File: src/rtl/rtc_pkg.sv
package rtc_pkg;

  // register map; bit positions in status are decoded by software
  typedef enum logic [1:0] {
    REG_COUNT  = 2'd0,
    REG_ALARM  = 2'd1,
    REG_STATUS = 2'd2,
    REG_CFG    = 2'd3
  } rtc_reg_e;

  localparam int EV_ALARM  = 0;
  localparam int EV_TICK   = 1;
  localparam int N_EVENTS  = 2;
  localparam int EN_OFFSET = 2;   // enable bit sits this far above its flag
  localparam int STATUS_W  = N_EVENTS + EN_OFFSET;

endpackage

File: src/rtl/rtc_prescaler.sv
module rtc_prescaler #(
  parameter int DIV_W       = 16,
  parameter int TRIM_W      = 10,
  parameter int TRIM_LSB    = 16,
  parameter int SLOT_LG2    = 10,
  parameter int DEFAULT_DIV = 32767,
  localparam int CFG_W      = TRIM_LSB + TRIM_W
) (
  input  logic             clk,
  input  logic             rst_n,
  input  logic             ref_tick,
  input  logic             cfg_load,
  input  logic [CFG_W-1:0] cfg_value,
  output logic [CFG_W-1:0] cfg_o,
  output logic             tick_o
);

  localparam logic [DIV_W-1:0] DEF_END = DIV_W'(DEFAULT_DIV);

  logic [CFG_W-1:0]    cfg_q;
  logic [DIV_W-1:0]    presc_q;
  logic [SLOT_LG2-1:0] slot_q;
  logic [DIV_W-1:0]    end_cur;
  logic                slot_last;

  // last count of the current period; shortened in the trim slot
  function automatic logic [DIV_W-1:0] period_end(input logic [CFG_W-1:0] cfg,
                                                  input logic short_slot);
    logic [DIV_W-1:0] base;
    logic [DIV_W-1:0] cut;
    base = (cfg == '0) ? DEF_END : cfg[DIV_W-1:0];
    cut  = DIV_W'(cfg[TRIM_LSB +: TRIM_W]);
    if (!short_slot) return base;
    return (base > cut) ? base - cut : '0;
  endfunction

  assign slot_last = &slot_q;
  assign end_cur   = period_end(cfg_q, slot_last);
  assign tick_o    = ref_tick && !cfg_load && (presc_q >= end_cur);
  assign cfg_o     = cfg_q;

  always_ff @(posedge clk) begin
    if (!rst_n) begin
      cfg_q   <= '0;
      presc_q <= '0;
      slot_q  <= '0;
    end else if (cfg_load) begin
      cfg_q   <= cfg_value;
      presc_q <= '0;
      slot_q  <= '0;
    end else if (ref_tick) begin
      if (tick_o) begin
        presc_q <= '0;
        slot_q  <= slot_q + 1'b1;
      end else begin
        presc_q <= presc_q + 1'b1;
      end
    end
  end


  presc_bound_chk: assert property (@(posedge clk) disable iff (!rst_n)
    presc_q <= end_cur);


  cfg_restart_chk: assert property (@(posedge clk) disable iff (!rst_n)
    cfg_load |=> (presc_q == '0) && (slot_q == '0) && (cfg_q == $past(cfg_value)));


  tick_needs_ref_chk: assert property (@(posedge clk) disable iff (!rst_n)
    tick_o |-> ref_tick);


  idle_hold_chk: assert property (@(posedge clk) disable iff (!rst_n)
    (!ref_tick && !cfg_load) |=> $stable(presc_q) && $stable(slot_q));

endmodule

File: src/rtl/rtc_seconds.sv
module rtc_seconds #(
  parameter int CNT_W = 32
) (
  input  logic             clk,
  input  logic             rst_n,
  input  logic             tick,
  input  logic             cnt_we,
  input  logic             alm_we,
  input  logic [CNT_W-1:0] wdata,
  output logic [CNT_W-1:0] count_o,
  output logic [CNT_W-1:0] alarm_o,
  output logic             alarm_hit_o
);

  logic [CNT_W-1:0] count_q;
  logic [CNT_W-1:0] alarm_q;
  logic [CNT_W-1:0] count_inc;
  logic             tick_taken;

  function automatic logic [CNT_W-1:0] next_second(input logic [CNT_W-1:0] v);
    return v + CNT_W'(1);
  endfunction

  assign tick_taken  = tick && !cnt_we;
  assign count_inc   = next_second(count_q);
  assign alarm_hit_o = tick_taken && (count_inc == alarm_q);
  assign count_o     = count_q;
  assign alarm_o     = alarm_q;

  always_ff @(posedge clk) begin
    if (!rst_n) begin
      count_q <= '0;
      alarm_q <= '0;
    end else begin
      if (cnt_we)          count_q <= wdata;
      else if (tick_taken) count_q <= count_inc;
      if (alm_we)          alarm_q <= wdata;
    end
  end


  count_step_chk: assert property (@(posedge clk) disable iff (!rst_n)
    (tick && !cnt_we) |=> count_q == $past(count_q) + CNT_W'(1));


  count_load_chk: assert property (@(posedge clk) disable iff (!rst_n)
    cnt_we |=> count_q == $past(wdata));


  count_hold_chk: assert property (@(posedge clk) disable iff (!rst_n)
    (!tick && !cnt_we) |=> $stable(count_q));


  alarm_meets_count_chk: assert property (@(posedge clk) disable iff (!rst_n)
    (alarm_hit_o && !alm_we) |=> count_q == alarm_q);

endmodule

File: src/rtl/rtc_event_flags.sv
module rtc_event_flags
  import rtc_pkg::*;
(
  input  logic                clk,
  input  logic                rst_n,
  input  logic [N_EVENTS-1:0] ev_set,
  input  logic                st_we,
  input  logic [STATUS_W-1:0] st_wdata,
  output logic [STATUS_W-1:0] status_o,
  output logic [N_EVENTS-1:0] irq_o
);

  logic [N_EVENTS-1:0] flag_q;
  logic [N_EVENTS-1:0] en_q;
  logic [N_EVENTS-1:0] clr_req;

  assign clr_req  = st_we ? st_wdata[N_EVENTS-1:0] : '0;
  assign status_o = {en_q, flag_q};

  always_ff @(posedge clk) begin
    if (!rst_n)     en_q <= '0;
    else if (st_we) en_q <= st_wdata[EN_OFFSET +: N_EVENTS];
  end

  for (genvar i = 0; i < N_EVENTS; i++) begin : g_ev
    always_ff @(posedge clk) begin
      if (!rst_n)          flag_q[i] <= 1'b0;
      else if (ev_set[i])  flag_q[i] <= 1'b1;
      else if (clr_req[i]) flag_q[i] <= 1'b0;
    end

    assign irq_o[i] = flag_q[i] & en_q[i];


    set_wins_chk: assert property (@(posedge clk) disable iff (!rst_n)
      ev_set[i] |=> flag_q[i]);


    clear_works_chk: assert property (@(posedge clk) disable iff (!rst_n)
      (st_we && st_wdata[i] && !ev_set[i]) |=> !flag_q[i]);


    flag_sticky_chk: assert property (@(posedge clk) disable iff (!rst_n)
      (!ev_set[i] && !(st_we && st_wdata[i])) |=> $stable(flag_q[i]));


    irq_rise_chk: assert property (@(posedge clk) disable iff (!rst_n)
      $rose(irq_o[i]) |-> $past(ev_set[i] || st_we));
  end

endmodule

File: src/rtl/rtc_sec_alarm.sv
module rtc_sec_alarm
  import rtc_pkg::*;
#(
  parameter int DATA_W      = 32,
  parameter int DIV_W       = 16,
  parameter int TRIM_W      = 10,
  parameter int TRIM_LSB    = 16,
  parameter int SLOT_LG2    = 10,
  parameter int DEFAULT_DIV = 32767
) (
  input  logic              clk,
  input  logic              rst_n,
  input  logic              ref_tick,
  input  logic [1:0]        reg_addr,
  input  logic              reg_we,
  input  logic [DATA_W-1:0] reg_wdata,
  output logic [DATA_W-1:0] reg_rdata,
  output logic              irq_alarm,
  output logic              irq_tick
);

  localparam int CFG_W = TRIM_LSB + TRIM_W;

  rtc_reg_e            sel;
  logic                we_count, we_alarm, we_status, we_cfg;
  logic                sec_tick;
  logic                alarm_hit;
  logic [CFG_W-1:0]    cfg_val;
  logic [DATA_W-1:0]   count_val, alarm_val;
  logic [STATUS_W-1:0] status_val;
  logic [N_EVENTS-1:0] ev_set, irq_vec;

  assign sel       = rtc_reg_e'(reg_addr);
  assign we_count  = reg_we && (sel == REG_COUNT);
  assign we_alarm  = reg_we && (sel == REG_ALARM);
  assign we_status = reg_we && (sel == REG_STATUS);
  assign we_cfg    = reg_we && (sel == REG_CFG);

  rtc_prescaler #(
    .DIV_W(DIV_W), .TRIM_W(TRIM_W), .TRIM_LSB(TRIM_LSB),
    .SLOT_LG2(SLOT_LG2), .DEFAULT_DIV(DEFAULT_DIV)
  ) u_presc (
    .clk(clk), .rst_n(rst_n), .ref_tick(ref_tick),
    .cfg_load(we_cfg), .cfg_value(reg_wdata[CFG_W-1:0]),
    .cfg_o(cfg_val), .tick_o(sec_tick)
  );

  rtc_seconds #(.CNT_W(DATA_W)) u_sec (
    .clk(clk), .rst_n(rst_n), .tick(sec_tick),
    .cnt_we(we_count), .alm_we(we_alarm), .wdata(reg_wdata),
    .count_o(count_val), .alarm_o(alarm_val), .alarm_hit_o(alarm_hit)
  );

  always_comb begin
    ev_set           = '0;
    ev_set[EV_ALARM] = alarm_hit;
    ev_set[EV_TICK]  = sec_tick;
  end

  rtc_event_flags u_flags (
    .clk(clk), .rst_n(rst_n), .ev_set(ev_set),
    .st_we(we_status), .st_wdata(reg_wdata[STATUS_W-1:0]),
    .status_o(status_val), .irq_o(irq_vec)
  );

  assign irq_alarm = irq_vec[EV_ALARM];
  assign irq_tick  = irq_vec[EV_TICK];

  always_comb begin
    unique case (sel)
      REG_COUNT:  reg_rdata = count_val;
      REG_ALARM:  reg_rdata = alarm_val;
      REG_STATUS: reg_rdata = DATA_W'(status_val);
      REG_CFG:    reg_rdata = DATA_W'(cfg_val);
      default:    reg_rdata = '0;
    endcase
  end


  tick_sets_flag_chk: assert property (@(posedge clk) disable iff (!rst_n)
    sec_tick |=> status_val[EV_TICK]);


  alarm_only_on_tick_chk: assert property (@(posedge clk) disable iff (!rst_n)
    alarm_hit |-> sec_tick);


  reset_quiet_chk: assert property (@(posedge clk)
    !rst_n |=> !irq_alarm && !irq_tick && (count_val == '0));

endmodule

File: config.mk
export PLATFORM = sky130hd
export DESIGN_NAME = rtc_sec_alarm
export DESIGN_NICKNAME = d
export VERILOG_FILES = /design/src/rtl/rtc_pkg.sv /design/src/rtl/rtc_prescaler.sv /design/src/rtl/rtc_seconds.sv /design/src/rtl/rtc_event_flags.sv /design/src/rtl/rtc_sec_alarm.sv
export SDC_FILE = /design/constraint.sdc
export NUM_CORES = 1
export LEC_CHECK = 0
export BUFFER_PORTS_ARGS = -buffer_cell sky130_fd_sc_hd__buf_4
export CORE_UTILIZATION = 65
export CTS_CLUSTER_DIAMETER = 150
export DETAILED_ROUTE_END_ITERATION = 10
export PLACE_DENSITY = 0.95
export RECOVER_POWER = 25
export SLEW_MARGIN = 40
export SYNTH_ARGS = -nofsm -noshare
export SYNTH_HDL_FRONTEND = slang
export SYNTH_SLANG_ARGS = --single-unit
File: constraint.sdc
create_clock -name clk -period 9.3 [get_ports clk]
set_input_delay 0.465 -clock clk [delete_from_list [all_inputs] [get_ports clk]]
set_output_delay 0.465 -clock clk [all_outputs]
set_load 0.02 [all_outputs]
==> run metrics, run 1 <==
die height 111.6 um; post-route cell area 0.008911 mm^2; I/O pins 72; I/O Buffers 71; die area 0.01244 mm^2; GRT overflow 0; Avg Vias per Cell 6.649; Post-Syn Instances 1015; first-pass GRT wire length 37870 um; remaining antenna violation count 0; final HPWL from detailed placement 15130 um; largest net degree at the start of global routing 64; mapped cell area 0.007801 mm^2; Final Hold Vio Count 0; post_cts resized 0; postcts setup bufs 0; Die W 111.6 um; CP startpoint u_presc.cfg_o[2]; share of cells above drive strength 1 14.56%; CTS Buffer Depth 2; Tot GR Track Use 38.77%; Hold Crit Class in2reg; type of the worst setup path reg2reg; initial DRC count 857; Req. time, crit path 9500 ps; failing checks capacitance limit, slew limit; setup ws final 3068 ps; drt total wl 23410 um; clock slew at reported path FFs 60 ps; sequential cell area fraction in the yosys report 30.79%; worst hold start reg_wdata[26]; n_diodes 0; final setup fails 0; sum of negative setup slack 0 ps; share of synthesized registers carrying an async set or reset 0%; area delta synth->final 14.23%; Clock Latency Late Sink 450 ps; clock root buffer clkbuf_16; post-layout minimum cycle time 6232 ps; largest family of logic cells by synthesized area simple AND/OR/NAND/NOR gates; Synth cell types 61; status complete, but fails checks; Via Count 7985; power density cells 178.9 mW/mm^2; cts bufs inserted 17; Worst VDD drop 0.1565 mV; Slew @ Worst Pin 2667 ps; DP Area 0.008288 mm^2; CTS tree yes; antenna violations before repair 0; Slew headroom -77.80%; Max H-tree Level 4; most frequent cells in the layout nand2_1 (181), dfxtp_1 (120), nor2_1 (91); synthesized area per cell 7.686 um^2; initial core utilization 67.46%; vias in the first global route 7699; Final Max Slew Viols 157; highest clock rate 160.5 MHz; mux contribution to synthesized area 5.213%; arrival time of the worst setup path 6430 ps; max_cap viols 4; post-synthesis register bit count 120; most common cell after layout, fill and taps aside nand2_1; final worst-path cycle share 67.01%; Post-route DRC 0; RSZ-0062 raised after global routing false; r2r startpoint u_presc.cfg_o[2]; CP Max Fanout 35; Ys Warns 0; Compound-Gate Fraction of Synth Area 16.76%; Synth Area in Adders 4.908%; Rows 39; core box area 0.01156 mm^2; clk sink count 120; prevailing post-synth register cell dfxtp_1; DRT Pass-1 Iters 5; # hold bufs at CTS 0; EDFF count, synth 0; crit path capture type register; xor-xnor portion of the synthesized cell area 11.00%; Synth Net Count 1083; clk_skew 14.77 ps; Post-layout nets 1113; Routed wire per std cell 19.49 um; gpl congestion 1.013; leakage 3.358 nW; post-place setup slack 3295 ps; simple-gate share of the synthesized area 26.59%; crit start category register
==> kinds of logic after synthesis <==
kind of cell    count (synthesis)
xor+xnor                       98
compound gates                207
flops                         120
fa+ha+maj                      30
simple gates                  439
buf+inv                        88
mux                            33
==> worst max-delay path: stages (launching register included) <==
cell and delay [ps]:
dfxtp_1 360, nor4_1 430, nand3_1 140, nor3_1 190, buf_4 230, nor2_1 90, ha_1 240, fa_1 420
nor2b_1 130, o21a_1 150, o21a_1 160, o31a_1 170, o21bai_1 120, a31oi_1 160, or3_1 420, a31oi_1 180
ha_1 310, a21o_1 160, a31oi_1 130, o21ai_0 100, a22oi_1 190, and2_1 580, buf_4 450, or3_1 180
xor2_1 160, a211oi_1 90
==> flip-flops by register name (all words and copies together), names as in the netlist <==
signal	count
u_flags.en_q	2
u_sec.count_o	32
u_presc.slot_q	10
u_presc.cfg_o	26
u_flags.status_o	2
u_sec.alarm_o	32
u_presc.presc_q	16
==> synthesized netlist by cell type (all sizes together) (2+ instances only) <==
| cell | instances | area [um^2] |
|---|---|---|
| a22o | 22 | 192.7 |
| o21bai | 2 | 15.01 |
| o21a | 7 | 52.55 |
| o31a | 2 | 17.52 |
| a211o | 2 | 17.52 |
| nand2 | 182 | 683.2 |
| a211oi | 9 | 67.56 |
| or4 | 4 | 30.03 |
| o21ai | 35 | 175.2 |
| and2 | 16 | 100.1 |
| or3 | 20 | 125.1 |
| a41oi | 2 | 17.52 |
| nand2b | 6 | 37.54 |
| a21oi | 83 | 415.4 |
| o22ai | 2 | 12.51 |
| nor3b | 3 | 22.52 |
| clkbuf | 50 | 190.2 |
| mux4 | 4 | 90.09 |
| xnor2 | 65 | 569.3 |
| a311oi | 18 | 157.7 |
| a31o | 2 | 17.52 |
| nor3 | 17 | 85.08 |
| ha | 29 | 362.9 |
| dfxtp | 120 | 2402 |
| mux2i | 8 | 80.08 |
| and3 | 9 | 61.31 |
| o211ai | 2 | 15.01 |
| a21o | 2 | 15.01 |
| a31oi | 12 | 75.07 |
| nor2 | 94 | 355.3 |
| nor4 | 13 | 87.58 |
| xor2 | 33 | 289.0 |
| buf | 18 | 103.9 |
| nand4 | 18 | 142.6 |
| inv | 19 | 71.32 |
| nor2b | 4 | 25.02 |
| mux2 | 21 | 236.5 |
| and4 | 6 | 55.05 |
| nand3 | 30 | 150.1 |
| or2 | 14 | 87.59 |
| nor4b | 2 | 17.52 |
==> report_power, final <==
group          total [mW]  switching, mW  internal (mW)
Clock               0.726          0.256          0.469
Combinational       0.311          0.179          0.132
Sequential          0.558         0.0265          0.531
Total                1.59          0.462           1.13
==> stage by stage <==
step / hold WS [ps] / total power [mW] / cells / util (%)
6_report: 276.4 / 1.594 / 1201 / 77.05
5_1_grt: 267.4 / 1.650 / 1201 / 77.05
4_1_cts: 277.9 / 1.581 / 1201 / 77.19
3_5_place_dp: 465.0 / 0.8649 / 1169 / 71.67
3_3_place_gp: 452.6 / 0.8578 / 1169 / 71.65
2_1_floorplan: 441.5 / 0.7858 / 1015 / -
==> final timing paths <==
kind	to	slack (ps)	cells past startpoint
max	u_sec.count_o[9]	3070	25
min	u_sec.alarm_o[26]	280	3
max reg2reg	u_sec.count_o[9]	3070	25
min reg2reg	u_presc.slot_q[1]	470	2
==> final cells by class <==
type	count	area [um^2]
Timing Repair Buffer	79	578.1
Multi-Input combinational cell	807	5037
Fill cell	770	2654
Tap cell	143	178.9
Clock inverter	11	168.9
Sequential cell	120	2402
Clock buffer	21	470.5
Inverter	20	75.07
==> per-layer routing <==
| layer | global-route usage (%) | part of all wire (%) | up-vias |
|---|---|---|---|
| met1 | 43.95 | 37 | 3726 |
| met4 | 26.49 | 6.3 | 0 |
| met3 | 11.43 | 10 | 142 |
| met2 | 63.17 | 47 | 517 |
| li1 | - | - | 3600 |
| met5 | 0 | 0 | - |
Note: power is estimated with default switching activity, not from simulation.
==> run 2: changes to the inputs <==
CORE_UTILIZATION = 61   (was 65)
PLACE_DENSITY = 0.92   (was 0.95)
clock period = 6.1 ns   (was 9.3 ns; I/O delays follow)
==> run metrics, run 2 (synthesis gave the netlist of run 1 again) <==
Routed wire per std cell 18.33 um (-6.0%); Final Hold Vio Count 0 (unchanged); final worst-path cycle share 93.26% (+26 points); Rows 40 (+2.6%); CTS tree yes; Via Count 7674 (-3.9%); n_diodes 0 (unchanged); most common cell after layout, fill and taps aside nand2_1; Die W 115.1 um (+3.2%); max_cap viols 2 (-2); RSZ-0062 raised after global routing false; Int Pwr 1.606 mW (+42%); Tot GR Track Use 35.73% (-3.0 points); CTS Buffer Depth 2 (unchanged); first-pass GRT wire length 36850 um (-2.7%); status complete, but fails checks; r2r startpoint u_presc.cfg_o[19]; Slew @ Worst Pin 2571 ps (-96.07 ps); final setup fails 0 (unchanged); clk sink count 120 (unchanged); leakage 3.335 nW (-0.68%); vias in the first global route 7481 (-2.8%); sequential power share 37.0% (+2.0 points); Post-layout nets 1115 (+0.18%); most frequent cells in the layout nand2_1 (181), dfxtp_1 (120), nor2_1 (91); crit start category register; Worst VDD drop 0.1984 mV (+27%); largest net degree at the start of global routing 64 (unchanged); Avg Vias per Cell 6.249 (-6.0%); type of the worst setup path reg2reg; final HPWL from detailed placement 14770 um (-2.4%); I/O pins 72 (unchanged); Final Max Slew Viols 73 (-54%); crit path capture type register; CP Max Fanout 22 (-37%); Switching Share 30.02% (+1.0 points); initial DRC count 652 (-24%); Hold Crit Class in2reg; Req. time, crit path 6450 ps (-3050 ps); share of cells above drive strength 1 15.09% (+0.54 points); arrival time of the worst setup path 6040 ps (-390 ps); highest clock rate 175.8 MHz (+9.5%); DP Area 0.008332 mm^2 (+0.53%); worst hold start reg_wdata[29]; sum of negative setup slack 0 ps (unchanged); remaining antenna violation count 0 (unchanged); power density cells 257.4 mW/mm^2 (+44%); I/O Buffers 71 (unchanged); # hold bufs at CTS 0 (unchanged); Slew headroom -71.40% (+6.4 points); Post-route DRC 0 (unchanged); die height 115.1 um (+3.2%); Clock Latency Late Sink 440 ps (about the same); core box area 0.01226 mm^2 (+6.0%); die area 0.01325 mm^2 (+6.4%); Max H-tree Level 4 (unchanged); DRT Pass-1 Iters 5 (unchanged); CP startpoint u_presc.cfg_o[19]; post-route cell area 0.008915 mm^2 (about the same); failing checks capacitance limit, slew limit; clk_skew 9.072 ps (-5.702 ps); gpl congestion 0.9623 (-5.0%); worst-path cell chain nor4_1 > nand2_1 > nor3_1 > buf_4 > or2_2 > ha_1 > nor2b_1 > o21a_1 > o21a_1 > o31a_1 > o21bai_1 > a31oi_1 > or3_4 > a31o_2 > ha_1 > nand2b_1 > a31oi_1 > o21ai_0 > a22oi_1 > and2_1 > buf_4 > nand3_1 > nor2_1; initial core utilization 63.62% (-3.8 points); worst path buffer plus inverter count 2 (unchanged); Psw 0.6889 mW (+49%); clock root buffer clkbuf_16; CP max stage cell nor4_1; Gate power share 20.7% (+1.2 points); clock slew at reported path FFs 50 ps (about the same); Clock power frac 42.3% (-3.2 points); post-layout minimum cycle time 5689 ps (-542.6 ps); drt total wl 22510 um (-3.8%); GRT overflow 0 (unchanged); Worst path top cell family by delay simple AND/OR/NAND/NOR gates; area delta synth->final 14.27% (about the same); antenna violations before repair 0 (unchanged); cts bufs inserted 17 (unchanged); CP peak stage delay 470 ps (-110 ps)
-- run 2: path summary, 6_finish.rpt --
| kind | endpoint | slack, ps | cells after the start |
|---|---|---|---|
| setup / recovery | u_presc.presc_q[11] | 410 | 23 |
| hold / removal | u_sec.alarm_o[29] | 130 | 3 |
| setup reg to reg | u_presc.presc_q[11] | 410 | 23 |
| hold reg to reg | u_flags.status_o[1] | 470 | 2 |
-- run 2: area by class of cell --
| cell class | count | area (um^2) |
|---|---|---|
| clock inverters | 11 | 97.59 |
| repair buffers | 81 | 604.3 |
| fillers | 943 | 3347 |
| inverters | 20 | 75.07 |
| well taps | 168 | 210.2 |
| flip-flops and latches | 120 | 2402 |
| multi-input cells | 807 | 5055 |
| clock buffers | 21 | 470.5 |
-- run 2: worst register-to-register path, cell delays in order, from the launching register on --
cell and delay (ps):
dfxtp_1 330, nor4_1 470, nand2_1 120, nor3_1 260, buf_4 200, or2_2 120
ha_1 260, nor2b_1 150, o21a_1 180, o21a_1 190, o31a_1 270, o21bai_1 220
a31oi_1 120, or3_4 420, a31o_2 280, ha_1 260, nand2b_1 130, a31oi_1 150
o21ai_0 110, a22oi_1 190, and2_1 210, buf_4 290, nand3_1 440, nor2_1 240
-- run 2: per-stage QoR --
stage	power, mW	util [%]	cells	setup slack, ps	hold slack (ps)
after floorplan	1.198	-	1015	553.0	441.0
after global placement	1.310	67.94	1195	609.3	458.7
final	2.295	72.70	1228	410.8	125.4
after global routing	2.382	72.70	1228	53.23	127.0
after CTS	2.273	72.58	1227	443.6	128.9
after detailed placement	1.320	67.95	1195	496.5	465.2
-- run 2: power groups by stage --
stage	Sequential, mW	Combinational [mW]	Clock [mW]
floorplan	0.846	0.352	0
global placement	0.863	0.447	0
detailed placement	0.864	0.456	0
CTS	0.848	0.459	0.966
global route	0.853	0.520	1.01
finish	0.850	0.475	0.970
-- run 2: repair_timing --
action | CTS | global route
endpoints found under the setup margin | 0 | 23
buffers inserted | 0 | 0
gates resized for setup | 0 | 2
-- run 2: routing by layer --
layer / track usage [%] / share of wire [%]
met4: 20.09 / 4.6
met5: 0 / 0
met3: 9.910 / 9.6
met1: 43.01 / 40
met2: 57.63 / 46
==> run 3: changes to the inputs <==
GPL_TIMING_DRIVEN = 0   (was not set)
==> run metrics, run 3 (synthesis gave the netlist of run 1 again) <==
gpl congestion 1.015 (+5.4%); placed cells 1254 (+4.9%); Switching Share 28.89% (-1.1 points); Post-route DRC 0 (unchanged); type of the worst setup path reg2reg; Rows 40 (unchanged); n_diodes 0 (unchanged); CP Max Fanout 16 (-27%); cts bufs inserted 17 (unchanged); most frequent cells in the layout nand2_1 (182), dfxtp_1 (120), nor2_1 (93); Slew headroom 38.96% (+110 points); final setup fails 0 (unchanged); DRT Pass-1 Iters 8 (+3); Finished Layout Cells 1284 (+4.6%); antenna violations before repair 0 (unchanged); max_cap viols 0 (-2); RSZ-0062 raised after global routing false; die area 0.01325 mm^2 (unchanged); Avg Vias per Cell 6.502 (+4.1%); die height 115.1 um (unchanged); crit path capture type register; Max H-tree Level 4 (unchanged); Die W 115.1 um (unchanged); CTS tree yes; I/O Buffers 71 (unchanged); Final Hold Vio Count 0 (unchanged); Psw 0.7003 mW (+1.7%); area delta synth->final 18.27%; GRT overflow 0 (unchanged); Final Max Slew Viols 0 (-100%); largest net degree at the start of global routing 17 (-73%); initial DRC count 964 (+48%); leakage 3.501 nW (+5.0%); Clock power frac 43.8% (+1.5 points); vias in the first global route 7961 (+6.4%); Routed wire per std cell 20.59 um (+12%); Worst VDD drop 0.2118 mV (+6.7%); most common cell after layout, fill and taps aside nand2_1; worst reg-to-reg setup slack 210 ps (-200 ps); Hold Crit Class in2reg; final HPWL from detailed placement 18480 um (+25%); initial core utilization 63.62% (unchanged); Tot GR Track Use 41.43% (+5.7 points); Via Count 8349 (+8.8%); highest clock rate 169.7 MHz (-3.5%); Req. time, crit path 6420 ps (-30 ps); power density cells 262.8 mW/mm^2 (+2.1%); Clock Latency Late Sink 430 ps (about the same); I/O pins 72 (unchanged); crit start category register; arrival time of the worst setup path 6210 ps (+170 ps); hold_ws 132.7 ps (+7.341 ps); core box area 0.01226 mm^2 (unchanged); drt total wl 26430 um (+17%); Slew @ Worst Pin 915.6 ps (-1655 ps); remaining antenna violation count 0 (unchanged); sequential power share 34.7% (-2.3 points); final worst-path cycle share 96.61% (+3.3 points); final core occ 75.24% (+2.5 points); share of cells above drive strength 1 15.68% (+0.59 points); Gate power share 21.5% (+0.8 points); clock root buffer clkbuf_16; CTS Buffer Depth 2 (unchanged); clock slew at reported path FFs 50 ps (about the same); first-pass GRT wire length 41170 um (+12%); clk sink count 120 (unchanged); status finished, final reports clean; clk_skew 6.269 ps (-2.803 ps); post-layout minimum cycle time 5893 ps (+203.8 ps); Int Pwr 1.724 mW (+7.3%); Post-layout nets 1172 (+5.1%)
==> run 3: cell types whose count changed in the layout (fill, tap and decap cells not counted), moves of 2 or more <==
cell	delta
clkbuf_8	+6
clkinv_2	-3
and2_1	-2
clkinvlp_4	-3
clkbuf_4	+2
buf_1	+4
buf_2	+9
buf_6	+2
clkbuf_2	+4
nor2_1	+2
clkbuf_1	+36
==> run 3: final timing paths <==
check	from	endpoint	depth (start not counted)
worst max-delay path	u_presc.cfg_o[1]	u_sec.count_o[28]	23
worst min-delay path	reg_wdata[28]	u_sec.alarm_o[28]	3
worst max register to register	u_presc.cfg_o[1]	u_sec.count_o[28]	23
worst min register to register	u_presc.slot_q[1]	u_presc.slot_q[1]	2
==> run 3: layout make-up <==
type,count,area [um^2]
Clock inverter,5,81.33
Tap cell,168,210.2
Clock buffer,26,549.3
Inverter,20,75.07
Timing Repair Buffer,73,544.3
Multi-Input combinational cell,807,5055
Fill cell,897,3035
Buffer,65,309.0
Sequential cell,120,2402
==> run 3: timing repair <==
| action | in CTS | in global routing |
|---|---|---|
| resized for setup | 10 | 17 |
| hold buffers | 0 | 0 |
| gates cloned | 0 | 0 |
| pin swaps | 0 | 1 |
| endpoints found under the setup margin | 60 | 55 |
| buffers inserted | 0 | 2 |
| hold endpoints to repair | 0 | 0 |
==> run 3: through the flow <==
stage	area [um^2]	setup WS, ps	power (mW)	TNS (ps)
3_5_place_dp	8544	-1228	1.340	-39550
2_1_floorplan	7801	553.0	1.198	0
5_1_grt	9226	54.05	2.496	0
6_report	9226	207.1	2.424	0
4_1_cts	9195	56.04	2.395	0
3_3_place_gp	8544	-1118	1.326	-34110
==> run 3: critical path: stages, from the launching register on <==
cell	delay, ps
dfxtp_1	370
nor4_1	340
nand3_1	180
nor3_4	300
or2_2	170
ha_1	260
nor2b_1	150
o21a_1	180
o21a_1	190
o31a_1	270
o21bai_1	290
a31oi_1	140
or3_4	440
a31o_2	300
ha_1	270
nand2b_1	160
a31oi_1	180
o21ai_0	130
a22oi_1	270
and2_2	310
buf_6	200
buf_4	220
o21ai_0	110
a311oi_1	320
==> run 3: power by group through the flow <==
stage	Sequential (mW)	Combinational (mW)	Clock, mW
final	0.842	0.521	1.06
after global routing	0.844	0.561	1.09
after CTS	0.840	0.498	1.06
after detailed placement	0.856	0.483	0
after global placement	0.855	0.471	0
after floorplan	0.846	0.352	0
==> run 3: routing by layer <==
| layer | vias up | wire (um) | GRT usage (%) |
|---|---|---|---|
| met5 | - | 0 | 0 |
| met4 | 0 | 1688 | 29.44 |
| met3 | 177 | 3020 | 11.12 |
| met2 | 601 | 12130 | 68.19 |
| met1 | 3847 | 9591 | 46.63 |
| li1 | 3724 | - | - |
